<file path="config.mk">
export PLATFORM = sky130hd
export DESIGN_NAME = wstat_decoder
export DESIGN_NICKNAME = d
export VERILOG_FILES = /design/src/rtl/wstat_pkg.sv /design/src/rtl/wstat_window.sv /design/src/rtl/wstat_locate.sv /design/src/rtl/wstat_timer.sv /design/src/rtl/wstat_decoder.sv
export SDC_FILE = /design/constraint.sdc
export NUM_CORES = 1
export LEC_CHECK = 0
export BUFFER_PORTS_ARGS = -buffer_cell sky130_fd_sc_hd__buf_2
export CAP_MARGIN = 25
export CORE_MARGIN = 3
export CORE_UTILIZATION = 62
export DETAILED_ROUTE_END_ITERATION = 16
export HOLD_SLACK_MARGIN = 0.02
export PLACE_DENSITY_LB_ADDON = 0.12
export SYNTH_ARGS = -nofsm -noshare
export SYNTH_HDL_FRONTEND = slang
export SYNTH_SLANG_ARGS = --single-unit
</file>
<file path="constraint.sdc">
create_clock -name clk -period 2.9 [get_ports clk]
set_input_delay 0.29 -clock clk [delete_from_list [all_inputs] [get_ports clk]]
set_output_delay 0.29 -clock clk [all_outputs]
set_load 0.005 [all_outputs]
</file>
<file path="src/rtl/wstat_pkg.sv">
package wstat_pkg;
  typedef enum logic [1:0] {
    RES_OK    = 2'd0,
    RES_CRC   = 2'd1,
    RES_WFAIL = 2'd2,
    RES_TMO   = 2'd3
  } wstat_res_e;

  typedef enum logic [2:0] {
    ST_IDLE,
    ST_CAPTURE,
    ST_DECODE,
    ST_BUSY,
    ST_HALT
  } wstat_state_e;

  localparam logic [2:0] STAT_ACCEPT = 3'b010;
  localparam logic [2:0] STAT_CRCERR = 3'b101;
endpackage

</file>
<file path="src/rtl/wstat_window.sv">
module wstat_window #(
  parameter int WIN = 32
) (
  input  logic           clk,
  input  logic           rst_n,
  input  logic           clear,
  input  logic           shift_en,
  input  logic           bit_in,
  output logic [WIN-1:0] win_o,
  output logic           last_o
);
  localparam int CNT_W = $clog2(WIN + 1);
  localparam logic [CNT_W-1:0] LAST_IDX = CNT_W'(WIN - 1);

  logic [CNT_W-1:0] count_q;

  always_ff @(posedge clk or negedge rst_n) begin
    if (!rst_n) begin
      win_o   <= '1;
      count_q <= '0;
    end else if (clear) begin
      win_o   <= '1;
      count_q <= '0;
    end else if (shift_en) begin
      win_o   <= {bit_in, win_o[WIN-1:1]};
      count_q <= count_q + 1'b1;
    end
  end

  assign last_o = (count_q == LAST_IDX);
endmodule

</file>
<file path="src/rtl/wstat_locate.sv">
module wstat_locate #(
  parameter int WIN = 32
) (
  input  logic [WIN-1:0] win_i,
  output logic           found_o,
  output logic           complete_o,
  output logic [2:0]     status_o,
  output logic           released_o,
  output logic           skip_end_o
);
  logic [WIN+5:0] ext;
  assign ext = {6'b0, win_i};

  always_comb begin
    found_o    = 1'b0;
    complete_o = 1'b0;
    status_o   = 3'b000;
    released_o = 1'b0;
    skip_end_o = 1'b0;
    for (int i = WIN - 1; i >= 1; i--) begin
      if (win_i[i-1] && !win_i[i]) begin
        found_o    = 1'b1;
        complete_o = (i + 3 <= WIN - 1);
        status_o   = {ext[i+1], ext[i+2], ext[i+3]};
        released_o = (WIN - 1 >= i + 5) && win_i[WIN-1];
        skip_end_o = (i == WIN - 4);
      end
    end
  end
endmodule

</file>
<file path="src/rtl/wstat_timer.sv">
module wstat_timer #(
  parameter int TMO_W = 16
) (
  input  logic             clk,
  input  logic             rst_n,
  input  logic             clear,
  input  logic             tick,
  input  logic [TMO_W-1:0] limit,
  output logic             expired_o
);
  logic [TMO_W-1:0] cnt_q;

  always_ff @(posedge clk or negedge rst_n) begin
    if (!rst_n) begin
      cnt_q <= '0;
    end else if (clear) begin
      cnt_q <= '0;
    end else if (tick && (cnt_q != '1)) begin
      cnt_q <= cnt_q + 1'b1;
    end
  end

  assign expired_o = (cnt_q >= limit);
endmodule

</file>
<file path="src/rtl/wstat_decoder.sv">
module wstat_decoder
  import wstat_pkg::*;
#(
  parameter int WIN   = 32,
  parameter int TMO_W = 16
) (
  input  logic             clk,
  input  logic             rst_n,
  input  logic             bit_en,
  input  logic             d0,
  input  logic             start,
  input  logic             first_blk,
  input  logic [TMO_W-1:0] tmo_limit,
  output logic             res_valid,
  output logic [1:0]       res_code,
  output logic             ready,
  output logic             aborted
);
  wstat_state_e   state_q;
  logic           start_ok;
  logic           cap_shift;
  logic           win_last;
  logic [WIN-1:0] win;
  logic           found, complete, released, skip_end;
  logic [2:0]     status;
  logic           expired;
  logic           skip_q;
  wstat_res_e     res_q;

  assign start_ok  = start && ((state_q == ST_IDLE) ||
                               ((state_q == ST_HALT) && first_blk));
  assign cap_shift = (state_q == ST_CAPTURE) && bit_en;

  wstat_window #(.WIN(WIN)) u_window (
    .clk      (clk),
    .rst_n    (rst_n),
    .clear    (start_ok),
    .shift_en (cap_shift),
    .bit_in   (d0),
    .win_o    (win),
    .last_o   (win_last)
  );

  wstat_locate #(.WIN(WIN)) u_locate (
    .win_i      (win),
    .found_o    (found),
    .complete_o (complete),
    .status_o   (status),
    .released_o (released),
    .skip_end_o (skip_end)
  );

  wstat_timer #(.TMO_W(TMO_W)) u_timer (
    .clk       (clk),
    .rst_n     (rst_n),
    .clear     (start_ok),
    .tick      (bit_en && ((state_q == ST_CAPTURE) || (state_q == ST_BUSY))),
    .limit     (tmo_limit),
    .expired_o (expired)
  );

  always_ff @(posedge clk or negedge rst_n) begin
    if (!rst_n) begin
      state_q   <= ST_IDLE;
      res_valid <= 1'b0;
      res_q     <= RES_OK;
      ready     <= 1'b0;
      skip_q    <= 1'b0;
    end else begin
      res_valid <= 1'b0;
      ready     <= 1'b0;
      unique case (state_q)
        ST_IDLE, ST_HALT: begin
          if (start_ok) state_q <= ST_CAPTURE;
        end
        ST_CAPTURE: begin
          if (cap_shift && win_last) begin
            state_q <= ST_DECODE;
          end else if (expired) begin
            res_valid <= 1'b1;
            res_q     <= RES_TMO;
            state_q   <= ST_HALT;
          end
        end
        ST_DECODE: begin
          res_valid <= 1'b1;
          if (!found || !complete) begin
            res_q   <= RES_TMO;
            state_q <= ST_HALT;
          end else if (status == STAT_ACCEPT) begin
            res_q  <= RES_OK;
            skip_q <= skip_end;
            if (released) begin
              ready   <= 1'b1;
              state_q <= ST_IDLE;
            end else begin
              state_q <= ST_BUSY;
            end
          end else if (status == STAT_CRCERR) begin
            res_q   <= RES_CRC;
            state_q <= ST_HALT;
          end else begin
            res_q   <= RES_WFAIL;
            state_q <= ST_HALT;
          end
        end
        ST_BUSY: begin
          if (bit_en && skip_q) begin
            skip_q <= 1'b0;
          end else if (bit_en && d0) begin
            ready   <= 1'b1;
            state_q <= ST_IDLE;
          end else if (expired) begin
            res_valid <= 1'b1;
            res_q     <= RES_TMO;
            state_q   <= ST_HALT;
          end
        end
        default: state_q <= ST_IDLE;
      endcase
    end
  end

  assign res_code = res_q;
  assign aborted  = (state_q == ST_HALT);
endmodule

</file>
==> metrics <==
routed len/inst=16.3 µm; sw frac=42.3%; Avg Inst Size Synth=8.64 µm²; final period utilization=90.2%; Max-slew headroom=44.4%; Via-to-Cell Ratio=6.27; xor/xnor share of the synthesized area=3.16%; fin cells=657; hold slack final=0.233 ns; total gr overflow=0; placed cell area=4780 µm²; Die Y-Extent=93.2 µm; hold path cells=3; total clock sinks=62; first-pass GRT wire length=18.1 mm; Initial Utilization=64.3%; final WL=10.7 mm; most frequent cells in the layout=nor2_1, nand2_1, inv_1; GRT Resource Usage Total=25.9%; I/O Buffers=26; Seq/Total Area, Yosys=33.8%; PD cells=816 nW/µm²; antenna violations before repair=0; P_leak=0.00224 µW; io pins=27; post-synthesis compound-gate area fraction=22.6%; Net Sw Power=1720 µW; Cells after DPL=640; Placer Congestion=0.950; Hold/Removal Path Class=in2reg; Die ar.=8680 µm²; CP Launch Type=register; pin count of the biggest net entering global routing=63; worst slew pin tran=0.834 ns; commonest non-fill, non-tap cell in the layout=nor2_1; Max Slew Vio Count=0; Die X=93.2 µm; Max Root-Sink Buffers=2; final setup vio count=0; cts repair resizes=0; Buf/Inv on CP=1; Final Cell Area=4980 µm²; RSZ-0062 raised after global routing=no; Iter 0 DRT Violations=295; Yosys Warn Count=0; share of layout cells above drive strength 1=19.0%; worst vdd ir=0.442 mV; MaxCap Viol Count=0; Mapped Nets=585; Syn-to-layout area delta=5.79%; setup repair bufs after CTS=0; Setup TNS Final=0 ns; Clk network pwr share=18.3%; crit-path leading delay family=compound AO/OA/AOI/OAI gates; Gate power share=45.9%; Yosys reg bits=62; Pre-Repair DR Iteration Count=5; Post-Synth Simple-Gate Area=27.5%; Synth Flop Type=dfstp_2; Req. time, crit path=3.12 ns; main combinational cell family by area after synthesis=simple AND/OR/NAND/NOR gates; Crit. path cell count=10; detailed placement HPWL=7.69 mm; asr flop ratio synth=100%; final clock skew=0.00967 ns; final count of hold timing violations=0; Post-Synth Adder-Cell Area=4.78%; number of synthesized flops with an enable pin=0; clock latency on the worst-skew pair=0.34 ns; Arr. time, crit path=2.84 ns; Core Util, Final=68.0%; row count=31; cell count of the worst reg-to-reg path=10; P_int=2350 µW; fill count=599; area of the mapped netlist=4710 µm²; critical path type=reg2reg; Slowest-stage cell, CP=a211oi_1; Cells after Synth=545; sequential power share=35.8%; status=finished clean; vias in the first global route=3896; dominant cell type by area after synthesis=dfstp_2; crit-path cells=inv_1 -> ha_1 -> nand2b_1 -> a21o_1 -> a211oi_1 -> o21ai_0 -> a211oi_1 -> or4b_1 -> a31oi_1 -> a2bb2oi_1; top cells by area, synth=dfstp_2, dfrtp_1, ha_1, a21oi_1, nor2_1; fraction of synthesized area in multiplexers=0.212%; # DRC=0; min Tclk post-route=2.62 ns; TritonCTS clock tree=done; worst-path maximum fanout=5; Core Box Area=7330 µm²; antenna viol nets, final=0; Peak Freq=382 MHz; Worst path most repeated cell=a211oi_1; library cells used by synthesis=83; Yosys top cell area share=17.8%; clock-pin slew on the worst setup and hold paths=0.07 ns; ant diodes=0; via count=4118; CP max stage delay=0.58 ns; endpoint type of the worst setup path=register; CTS root buf=clkbuf_8; CTS Buf Count=9; post-layout net count=593; htree depth=3
==> worst register-to-register path: stages, from the launching register on <==
cell and delay, ns:
dfrtp_1 0.42, inv_1 0.06, ha_1 0.26, nand2b_1 0.14, a21o_1 0.18, a211oi_1 0.20, o21ai_0 0.16, a211oi_1 0.58
or4b_1 0.21, a31oi_1 0.12, a2bb2oi_1 0.15
==> state kept, by name, summed over array words and instances, names as in the netlist <==
signal            cells
u_window.win_o       32
u_timer.cnt_q        16
u_window.count_q      6
state_q               3
res_code              2
ready                 1
res_valid             1
skip_q                1
==> worst paths after layout <==
kind                                           end  slack (ns)          startpoint
worst max-delay path                   res_code[0]        0.28    u_timer.cnt_q[0]
worst min-delay path            u_window.win_o[31]        0.23                  d0
worst max register to register         res_code[0]        0.28    u_timer.cnt_q[0]
worst min register to register  u_window.win_o[21]        0.53  u_window.win_o[21]
max in group asynchronous       u_window.win_o[20]        2.09               rst_n
min in group asynchronous         u_timer.cnt_q[4]        0.49               rst_n
==> power by group through the flow <==
stage	Clock (µW)	Sequential (µW)	Combinational, µW
finish	743	1460	1870
global route	791	1490	2080
CTS	758	1440	1850
detailed placement	0	1460	1840
global placement	0	1450	1810
floorplan	0	1240	1650
==> final cells by class <==
cell class	instances	area [µm²]	area share (%)
timing repair buffer	32	190	3.82
clock buffer	9	124	2.49
inverter	38	143	2.86
multi-input combinational	410	2750	55.1
sequential	62	1590	31.9
clock inverter	7	65.1	1.31
tap	99	124	2.49
==> cells in the mapped netlist (all sizes together), types with 15 or more instances <==
library cell / count
nand4: 15
a21oi: 34
dfstp: 32
inv: 38
dfrtp: 30
nor2: 46
ha: 18
buf: 24
o21ai: 22
nor2b: 23
nand2: 42
nand2b: 27
==> metrics by stage <==
| step | power (µW) | worst slack, ns |
|---|---|---|
| floorplan | 2890 | 0.680 |
| global placement | 3250 | 0.327 |
| detailed placement | 3300 | 0.282 |
| CTS | 4060 | 0.265 |
| global route | 4360 | 0.0681 |
| finish | 4070 | 0.284 |
==> layer usage <==
metal  GRT usage [%]  share of wire [%]  wire length, µm
met1            34.7                 45             4840
met5               0                  0                0
met4            9.52                1.8              191
met2            42.2                 48             5120
met3            4.26                5.1              545
==> repair_timing <==
action | in CTS | in global routing
setup endpoints to repair | 0 | 0
hold endpoints to repair | 30 | 0
hold buffers | 1 | 0
==> cell families (layout without fill, tap and decap cells) <==
| logic type | Yosys count | count (layout) |
|---|---|---|
| DFF | 62 | 62 |
| and+or+nand+nor | 228 | 228 |
| adders and majority gates | 18 | 18 |
| xor gates and xnor gates | 17 | 17 |
| muxes | 1 | 1 |
| AOI/OAI and AO/OA | 146 | 146 |
| buffers and inverters | 73 | 86 |
Note: power is estimated with default switching activity, not from simulation.
